`src/rtl/ring_rdport_pkg.sv`:
```
package ring_rdport_pkg;
  localparam int PTR_W = 8;

  typedef enum logic [1:0] {
    AK_NONE = 2'd0,
    AK_CTRL = 2'd1,
    AK_MEM  = 2'd2
  } addr_kind_e;

  typedef struct packed {
    logic [PTR_W-1:0] stride;
    logic [PTR_W-1:0] ptr;
  } ctrl_t;
endpackage

```
`src/rtl/ring_rdport_decode.sv`:
```
module ring_rdport_decode
  import ring_rdport_pkg::*;
#(
  parameter int ADDR_W    = 4,
  parameter int NUM_MEMS  = 3,
  parameter int MEM_BASE  = 8,
  parameter int CTRL_ADDR = 0,
  localparam int SEL_W    = (NUM_MEMS > 1) ? $clog2(NUM_MEMS) : 1
) (
  input  logic [ADDR_W-1:0] addr,
  output addr_kind_e        kind,
  output logic [SEL_W-1:0]  sel
);
  int unsigned a;
  always_comb begin
    a    = int'(addr);
    kind = AK_NONE;
    sel  = '0;
    if (a == CTRL_ADDR) begin
      kind = AK_CTRL;
    end else if (a >= MEM_BASE && a < MEM_BASE + NUM_MEMS) begin
      kind = AK_MEM;
      sel  = SEL_W'(a - MEM_BASE);
    end
  end
endmodule

```
`src/rtl/ring_rdport_ptr.sv`:
```
module ring_rdport_ptr
  import ring_rdport_pkg::*;
(
  input  logic             clk,
  input  logic             rst_n,
  input  logic             load,
  input  ctrl_t            load_val,
  input  logic             advance,
  output logic [PTR_W-1:0] ptr,
  output logic [PTR_W-1:0] stride
);
  always_ff @(posedge clk) begin
    if (!rst_n) begin
      ptr    <= '0;
      stride <= '0;
    end else if (load) begin
      ptr    <= load_val.ptr;
      stride <= load_val.stride;
    end else if (advance) begin
      ptr    <= ptr + stride;
    end
  end
endmodule

```
`src/rtl/ring_rdport_mux.sv`:
```
module ring_rdport_mux
  import ring_rdport_pkg::*;
#(
  parameter int DATA_W   = 32,
  parameter int NUM_MEMS = 3,
  parameter int ENTRIES  = 16,
  localparam int SEL_W   = (NUM_MEMS > 1) ? $clog2(NUM_MEMS) : 1,
  localparam int EIDX_W  = (ENTRIES > 1) ? $clog2(ENTRIES) : 1
) (
  input  logic [NUM_MEMS*ENTRIES*DATA_W-1:0] state,
  input  logic [SEL_W-1:0]                   sel,
  input  logic [PTR_W-1:0]                   ptr,
  output logic [DATA_W-1:0]                  word
);
  logic [EIDX_W-1:0] eidx;
  logic              in_range;
  logic [DATA_W-1:0] per_mem [NUM_MEMS];

  assign eidx     = ptr[EIDX_W-1:0];
  assign in_range = (int'(ptr) < ENTRIES);

  for (genvar m = 0; m < NUM_MEMS; m++) begin : g_mem
    assign per_mem[m] = state[(m*ENTRIES + int'(eidx))*DATA_W +: DATA_W];
  end

  always_comb begin
    word = '0;
    if (in_range && int'(sel) < NUM_MEMS) word = per_mem[sel];
  end
endmodule

```
`src/rtl/ring_rdport.sv`:
```
module ring_rdport
  import ring_rdport_pkg::*;
#(
  parameter int ADDR_W    = 4,
  parameter int DATA_W    = 32,
  parameter int NUM_MEMS  = 3,
  parameter int ENTRIES   = 16,
  parameter int MEM_BASE  = 8,
  parameter int CTRL_ADDR = 0
) (
  input  logic                               clk,
  input  logic                               rst_n,
  input  logic                               rd_stb,
  input  logic [ADDR_W-1:0]                  rd_addr,
  input  logic                               wr_stb,
  input  logic [ADDR_W-1:0]                  wr_addr,
  input  logic [DATA_W-1:0]                  wr_data,
  input  logic [NUM_MEMS*ENTRIES*DATA_W-1:0] ring_state,
  output logic                               rd_valid,
  output logic [DATA_W-1:0]                  rd_data
);
  localparam int SEL_W = (NUM_MEMS > 1) ? $clog2(NUM_MEMS) : 1;

  addr_kind_e       rd_kind, wr_kind;
  logic [SEL_W-1:0] rd_sel, wr_sel_unused;
  logic [PTR_W-1:0] ptr, stride;
  logic [DATA_W-1:0] mem_word, resp;
  logic             load, advance;
  logic             wr_hi_unused;
  ctrl_t            load_val;

  ring_rdport_decode #(.ADDR_W(ADDR_W), .NUM_MEMS(NUM_MEMS), .MEM_BASE(MEM_BASE),
                       .CTRL_ADDR(CTRL_ADDR)) u_rd_dec (
    .addr(rd_addr), .kind(rd_kind), .sel(rd_sel));

  ring_rdport_decode #(.ADDR_W(ADDR_W), .NUM_MEMS(NUM_MEMS), .MEM_BASE(MEM_BASE),
                       .CTRL_ADDR(CTRL_ADDR)) u_wr_dec (
    .addr(wr_addr), .kind(wr_kind), .sel(wr_sel_unused));

  assign load         = wr_stb && (wr_kind == AK_CTRL);
  assign advance      = rd_stb && (rd_kind == AK_MEM);
  assign load_val     = ctrl_t'(wr_data[2*PTR_W-1:0]);
  assign wr_hi_unused = ^wr_data[DATA_W-1:2*PTR_W];

  ring_rdport_ptr u_ptr (
    .clk(clk), .rst_n(rst_n), .load(load), .load_val(load_val),
    .advance(advance), .ptr(ptr), .stride(stride));

  ring_rdport_mux #(.DATA_W(DATA_W), .NUM_MEMS(NUM_MEMS), .ENTRIES(ENTRIES)) u_mux (
    .state(ring_state), .sel(rd_sel), .ptr(ptr), .word(mem_word));

  always_comb begin
    unique case (rd_kind)
      AK_CTRL: resp = DATA_W'({stride, ptr});
      AK_MEM:  resp = mem_word;
      default: resp = '0;
    endcase
  end

  always_ff @(posedge clk) begin
    if (!rst_n) begin
      rd_valid <= 1'b0;
      rd_data  <= '0;
    end else begin
      rd_valid <= rd_stb;
      rd_data  <= rd_stb ? resp : '0;
    end
  end
endmodule

```
`config.mk`:
```
export PLATFORM = sky130hd
export DESIGN_NAME = ring_rdport
export DESIGN_NICKNAME = d
export VERILOG_FILES = /design/src/rtl/ring_rdport_pkg.sv /design/src/rtl/ring_rdport_decode.sv /design/src/rtl/ring_rdport_ptr.sv /design/src/rtl/ring_rdport_mux.sv /design/src/rtl/ring_rdport.sv
export SDC_FILE = /design/constraint.sdc
export NUM_CORES = 1
export LEC_CHECK = 0
export ABC_AREA = 1
export BUFFER_PORTS_ARGS = -buffer_cell sky130_fd_sc_hd__buf_2
export CORE_AREA = 4 4 623 625
export CTS_CLUSTER_SIZE = 16
export DETAILED_ROUTE_END_ITERATION = 6
export DIE_AREA = 0 0 627 629
export PLACE_DENSITY = 0.31
export RECOVER_POWER = 25
export SYNTH_ARGS = -nofsm -noshare
export SYNTH_HDL_FRONTEND = slang
export SYNTH_SLANG_ARGS = --single-unit
export TNS_END_PERCENT = 100
```
`constraint.sdc`:
```
create_clock -name clk -period 2.3 [get_ports clk]
set_input_delay 0.115 -clock clk [delete_from_list [all_inputs] [get_ports clk]]
set_output_delay 0.115 -clock clk [all_outputs]
set_load 0.03 [all_outputs]
```
Yosys cells after proc, flatten, opt, wreduce, memory -nomap -nowiden:

Cells that the tools add are included.

* flip-flop bits (word level): 49
* input port bits: 1580
* output and inout port bits: 33
* logic and storage cells: 44

* add/sub/neg operators: 4
* magnitude comparators: 7
* eq/ne operators: 3
* shifts and indexed selects: 3
* multiplexer cells: 13
* bitwise logic cells: 1
* reductions and logical operators: 9

Operators with widths (number)
* $shiftx 1536x32->32: 2
* $shiftx 1536x10->32: 1
* $mux 32: 3
* $bmux 32 s2: 1
* $pmux 32 s2: 1
* $mux 8: 2
* $mux 2: 6
* $add 8x8->8: 1
* $ge 4x4->1 const B: 2
* $logic_not 4->1: 2
* $lt 4x4->1 const B: 2
* $lt 8x5->1 const B: 1
* $add 6x4->7 const A: 1
* $add 5x4->6 const A: 1
* $logic_and 1x1->1: 5
* $eq 2x1->1 const B: 2
* $ge 3x3->1 const B: 1
* $not 2->3: 1
* $eq 2x2->1 const B: 1
* $lt 2x2->1 const B: 1
* $reduce_and 2->1: 1
* $reduce_bool 2->1: 1
* $sub 2x1->2 const B: 1

Depth between registers and ports, before layout:

* depth after elaboration: 10
* mapped depth: 13

By module:

From an unflattened synthesis, not the netlist that was laid out.

* cell total of the unflattened synthesis: 3811
* area total of the unflattened synthesis: 18096.1 um^2

Modules (own cells, without submodules)
* ring_rdport_mux: instances 1, cells each 3486, area an instance 15778.9 um^2, sequential area each 0.0 um^2
* ring_rdport: instances 1, cells each 164, area an instance 1251.2 um^2, sequential area each 660.6 um^2
* ring_rdport_ptr: instances 1, cells each 139, area an instance 975.9 um^2, sequential area each 320.3 um^2
* ring_rdport_decode: instances 2, cells each 11, area an instance 45.0 um^2, sequential area each 0.0 um^2

Least setup slack after synthesis:

OpenSTA, ideal clock, no wires.

* kind: reg2reg
* start point: reg u_ptr.ptr[1]
* end point: reg u_ptr.ptr[6]
* arrival time: 1974 ps
* data required time: 2230 ps
* slack: 255 ps
* stages on the path, launching flop included: 14
* buffers on the path: 4
* clock period less this slack: 2045 ps
* cells stage by stage: dfxtp_1 buf_2 inv_2 buf_2 buf_2 buf_2 fa_1 inv_1 nand4_1 nand3_1 a21oi_1 o21ai_0 nand3_1 a21oi_1

* word-level cells in the longest chain between the ends: 3

Ends and longest elaborated chain
* start: declaration: RTL line ring_rdport_ptr.sv:9 `output logic [PTR_W-1:0] ptr,`
* start signal: assignment: RTL line ring_rdport_ptr.sv:17 `ptr <= load_val.ptr;`
* start signal: assignment: RTL line ring_rdport_ptr.sv:20 `ptr <= ptr + stride;`
* $add 8x8->8: RTL line ring_rdport_ptr.sv:20
* $mux 8: RTL line ring_rdport_ptr.sv:19 `end else if (advance) begin`
* $mux 8: RTL line ring_rdport_ptr.sv:16 `end else if (load) begin`

No other way between the ends. The select of a mux whose other input is x is not followed.
A chain may end at the register's enable or synchronous reset.

Final worst setup path:

* start point: reg u_ptr.ptr[0]
* end point: reg rd_data[4]

* word-level cells in the longest chain between the ends: 7
* elaborated cells on any way between the ends: 12
* those cells by class: add/sub: 2; order compare: 1; shift: 3; mux: 5; reduce/logical: 1

Ends and longest elaborated chain
* $add 6x4->7 / $add 5x4->6 (equally long branches): RTL line ring_rdport_mux.sv:23 `assign per_mem[m] = state[(m*ENTRIES + int'(eidx))*DATA_W +: DATA_W];`
* $shiftx 1536x32->32: RTL line ring_rdport_mux.sv:23
* $bmux 32 s2: RTL line ring_rdport_mux.sv:28 `if (in_range && int'(sel) < NUM_MEMS) word = per_mem[sel];`
* $mux 32 (implied by the code) (2 in a row): RTL line ring_rdport_mux.sv:28
* $mux 32 *: RTL line ring_rdport_mux.sv:28
* $pmux 32 s2 *: RTL line ring_rdport.sv:53 `unique case (rd_kind)`
* end signal: assignment: RTL line ring_rdport.sv:66 `rd_data <= rd_stb ? resp : '0;`
* end: declaration: RTL line ring_rdport.sv:20 `output logic [DATA_W-1:0] rd_data`

Every way passes the cells marked *; elsewhere a longest branch is shown, timed or not. The select of a mux whose other input is x is not followed.

==> metrics.md <==
| Metric | Value |
|---|---|
| First-pass GRT wire length | 351600 um |
| WP data required | 2.54 ns |
| Vias per cell | 3.229 |
| Crit-path cells | buf_12, buf_16, clkbuf_16, or2_2, nand3_1, nand2_1, nand2_1, nand3_4, nand3_4, nand3_2, nand2_1, a21oi_1 |
| CTS max path bufs | 2 |
| Die outline width | 627 um |
| Layout cell share with drive strength beyond 1 | 42.38% |
| Iter 0 DRT Violations | 2505 |
| Flops & latches, synth | 49 |
| Fin cells | 11236 |
| Worst Clk Skew | 0.03149 ns |
| Max H-tree Level | 2 |
| Gr usage total | 13.50% |
| Syn Inst Count | 4354 |
| Crit path top cell by count | nand2_1 |
| Post-synth net total | 5942 |
| Ys flop type | dfxtp_1 |
| Latest clock arrival within the worst-skew pair | 0.37 ns |
| Area Growth Syn to Fin | 110.7% |
| Row cnt | 227 |
| Status | complete, but fails checks |
| Slack of the critical path | -0.08932 ns |
| Unrepaired setup endpoints after global routing | yes |
| DIE AREA | 394400 um^2 |
| Synth top area cells | nand2_1 (30%), nand3_1 (25%), inv_1 (12%) |
| Critical path launch point type | flip-flop |
| Placed cells | 11058 |
| Most common cell in the netlist | nand2_1 |
| Critical path buffers and inverters | 3 |
| CP Capture Type | flip-flop |
| TritonCTS buffer count | 5 |
| Final Util | 10.87% |
| Maximum vdd drop | 0.3217 mV |
| Top delay family on crit path | simple AND/OR/NAND/NOR gates |
| Die height | 629 um |
| Final Cell Area | 41540 um^2 |
| Core Area | 382000 um^2 |
| Hold path depth | 3 |
| I/O Pins | 1613 |
| Register area share after synthesis | 4.975% |
| Clock transition at the registers of the reported paths | 0.12 ns |
| Mapped cell area | 19720 um^2 |
| CTS tree | yes |
| HP Class | in2reg |
| Vias | 36281 |
| Final Hold Viols | 0 |
| Final ANT Viol Nets | 0 |
| Largest net degree at the start of global routing | 75 |
| Final slew viol count | 0 |
| Fmax | 418.5 MHz |
| Max-Slew Margin vs Limit | 54.90% |
| Worst Path Max Fanout | 20 |
| Pwr per Cell Area | 257.1 nW/um^2 |
| Total leakage power | 0.02123 uW |
| Post-synth top area share | 30.04% |
| Root buffer cell | clkbuf_16 |
| Number of port buffers | 1596 |
| Slowest stage delay, CP | 0.45 ns |
| Initial Utilization | 5.161% |
| Net count reported at finish | 7691 |
| DRC viols | 0 |
| Dpl hpwl | 251500 um |
| CP Class | reg2reg |
| DRT Pass-1 Iters | 5 |
| Cell variety after synth | 33 |
| CP max stage cell | dfxtp_4 |
| WP data arrival | 2.63 ns |
| Max Cap Viol | 0 |
| Number of cells on the critical path | 12 |
| Setup violations, final | 18 |
| Worst r2r path cells | 12 |
| Tmin final | 2.389 ns |
| EDFF count, synth | 0 |
| RePlAce Congestion | 0.8959 |
| Async set-or-reset flop fraction in the synthesized netlist | 0% |
| Tcrit/Tclk final | 103.9% |
| Final wirelength | 287600 um |
| Filler Cells Inserted | 45659 |
| Wire per inst | 25.59 um |
| Area leader, netlist | nand2_1 |
| Tightest Pin Transition | 0.6715 ns |
| Syn Area/Cell | 4.528 um^2 |
| Clock tree sinks | 49 |
| Vias in the first global route | 35167 |
| Commonest cells in the netlist | nand2_1 (1578), nand3_1 (969), inv_1 (617) |
| Failing checks | negative setup slack |
| Area after DPL | 37220 um^2 |
| Gr ovfl total | 0 |
| Ys Warns | 0 |
| Antenna violations before repair | 220 |
-- worst register-to-register path: stages, from the launching register on --
cell	delay, ns
dfxtp_4	0.45
buf_12	0.20
buf_16	0.20
clkbuf_16	0.21
or2_2	0.30
nand3_1	0.08
nand2_1	0.06
nand2_1	0.10
nand3_4	0.12
nand3_4	0.14
nand3_2	0.17
nand2_1	0.15
a21oi_1	0.07
-- placed cells by master, fill, tap and decap left out, drive strengths merged, types with 2 or more instances in the layout --
| cell | netlist | routed |
|---|---|---|
| clkbuf | 144 | 30 |
| a211oi | 2 | 2 |
| or2 | 133 | 133 |
| bufbuf | 0 | 2 |
| o21ai | 217 | 217 |
| a21oi | 69 | 69 |
| o22ai | 60 | 60 |
| a31oi | 6 | 6 |
| nand2 | 1578 | 1578 |
| dlygate4sd3 | 0 | 8 |
| o21bai | 4 | 4 |
| xnor2 | 2 | 2 |
| buf | 194 | 2044 |
| nand4 | 4 | 4 |
| ha | 7 | 7 |
| dfxtp | 49 | 49 |
| nor2 | 285 | 285 |
| diode | 0 | 94 |
| inv | 618 | 620 |
| a22oi | 4 | 4 |
| nand3 | 970 | 970 |
-- metal layers --
layer,vias up,GRT usage [%],wire (um),share of wire [%]
li1,17235,-,-,-
met3,357,3.926,22010,7.7
met5,-,0,575,0.20
met1,16922,17.36,126200,44
met2,1681,22.89,134700,47
met4,86,1.321,4090,1.4
-- cells by family after synthesis --
logic type | synth area share (%)
buffers and inverters | 19.93
flip-flops | 4.975
AND/OR/NAND/NOR | 64.56
adder cells (fa/ha/maj) | 0.5457
XOR/XNOR | 0.1333
AO/OA/AOI/OAI | 9.849
-- timing repair --
| action | 4_1_cts | 5_1_grt |
|---|---|---|
| gates cloned | 8 | 27 |
| setup endpoints to repair | 34 | 37 |
| hold buffers | 8 | 0 |
| resized for setup | 201 | 404 |
| endpoints found under the hold margin | 8 | 0 |
| buffers inserted | 5 | 31 |
| pin swaps | 7 | 61 |
-- state kept, by name, summed over array words and instances, names as in the netlist --
| register | count |
|---|---|
| u_ptr.ptr | 8 |
| rd_valid | 1 |
| u_ptr.stride | 8 |
| rd_data | 32 |
-- where the power goes --
part           total (uW)  internal, uW  switching (uW)
clock network        1110           529             577
logic                8680          3680            5000
registers             896           864            32.3
total               10700          5070            5610
-- metrics by stage --
step	setup slack, ns	power [uW]	setup TNS (ns)	hold slack (ns)
6_report	-0.08932	10680	-0.7735	0.06761
5_1_grt	-0.1644	11600	-3.660	0.09515
4_1_cts	-0.2315	10390	-5.901	0.01664
3_5_place_dp	-0.6605	8794	-8.321	0.3842
3_3_place_gp	-0.6940	8864	-8.525	0.3753
2_1_floorplan	0.2553	3792	0	0.2533
-- layout make-up --
class	count	area [um^2]	share of cell area, %
inverter	619	2357	5.674
clock buffer	5	125.1	0.3012
sequential	49	996.0	2.397
multi-input combinational	3348	16890	40.65
clock inverter	3	48.80	0.1175
tap	5038	6304	15.17
antenna	94	235.2	0.5662
timing repair inverter	1	8.758	0.02108
timing repair buffer	2079	14580	35.10
-- worst paths after layout --
check	start	endpoint	slack [ns]
max	u_ptr.ptr[0]	rd_data[4]	-0.09
min	rst_n	u_ptr.ptr[2]	0.07
max reg2reg	u_ptr.ptr[0]	rd_data[4]	-0.09
min reg2reg	u_ptr.stride[6]	u_ptr.stride[6]	0.53
Note: power is estimated with default switching activity, not from simulation.
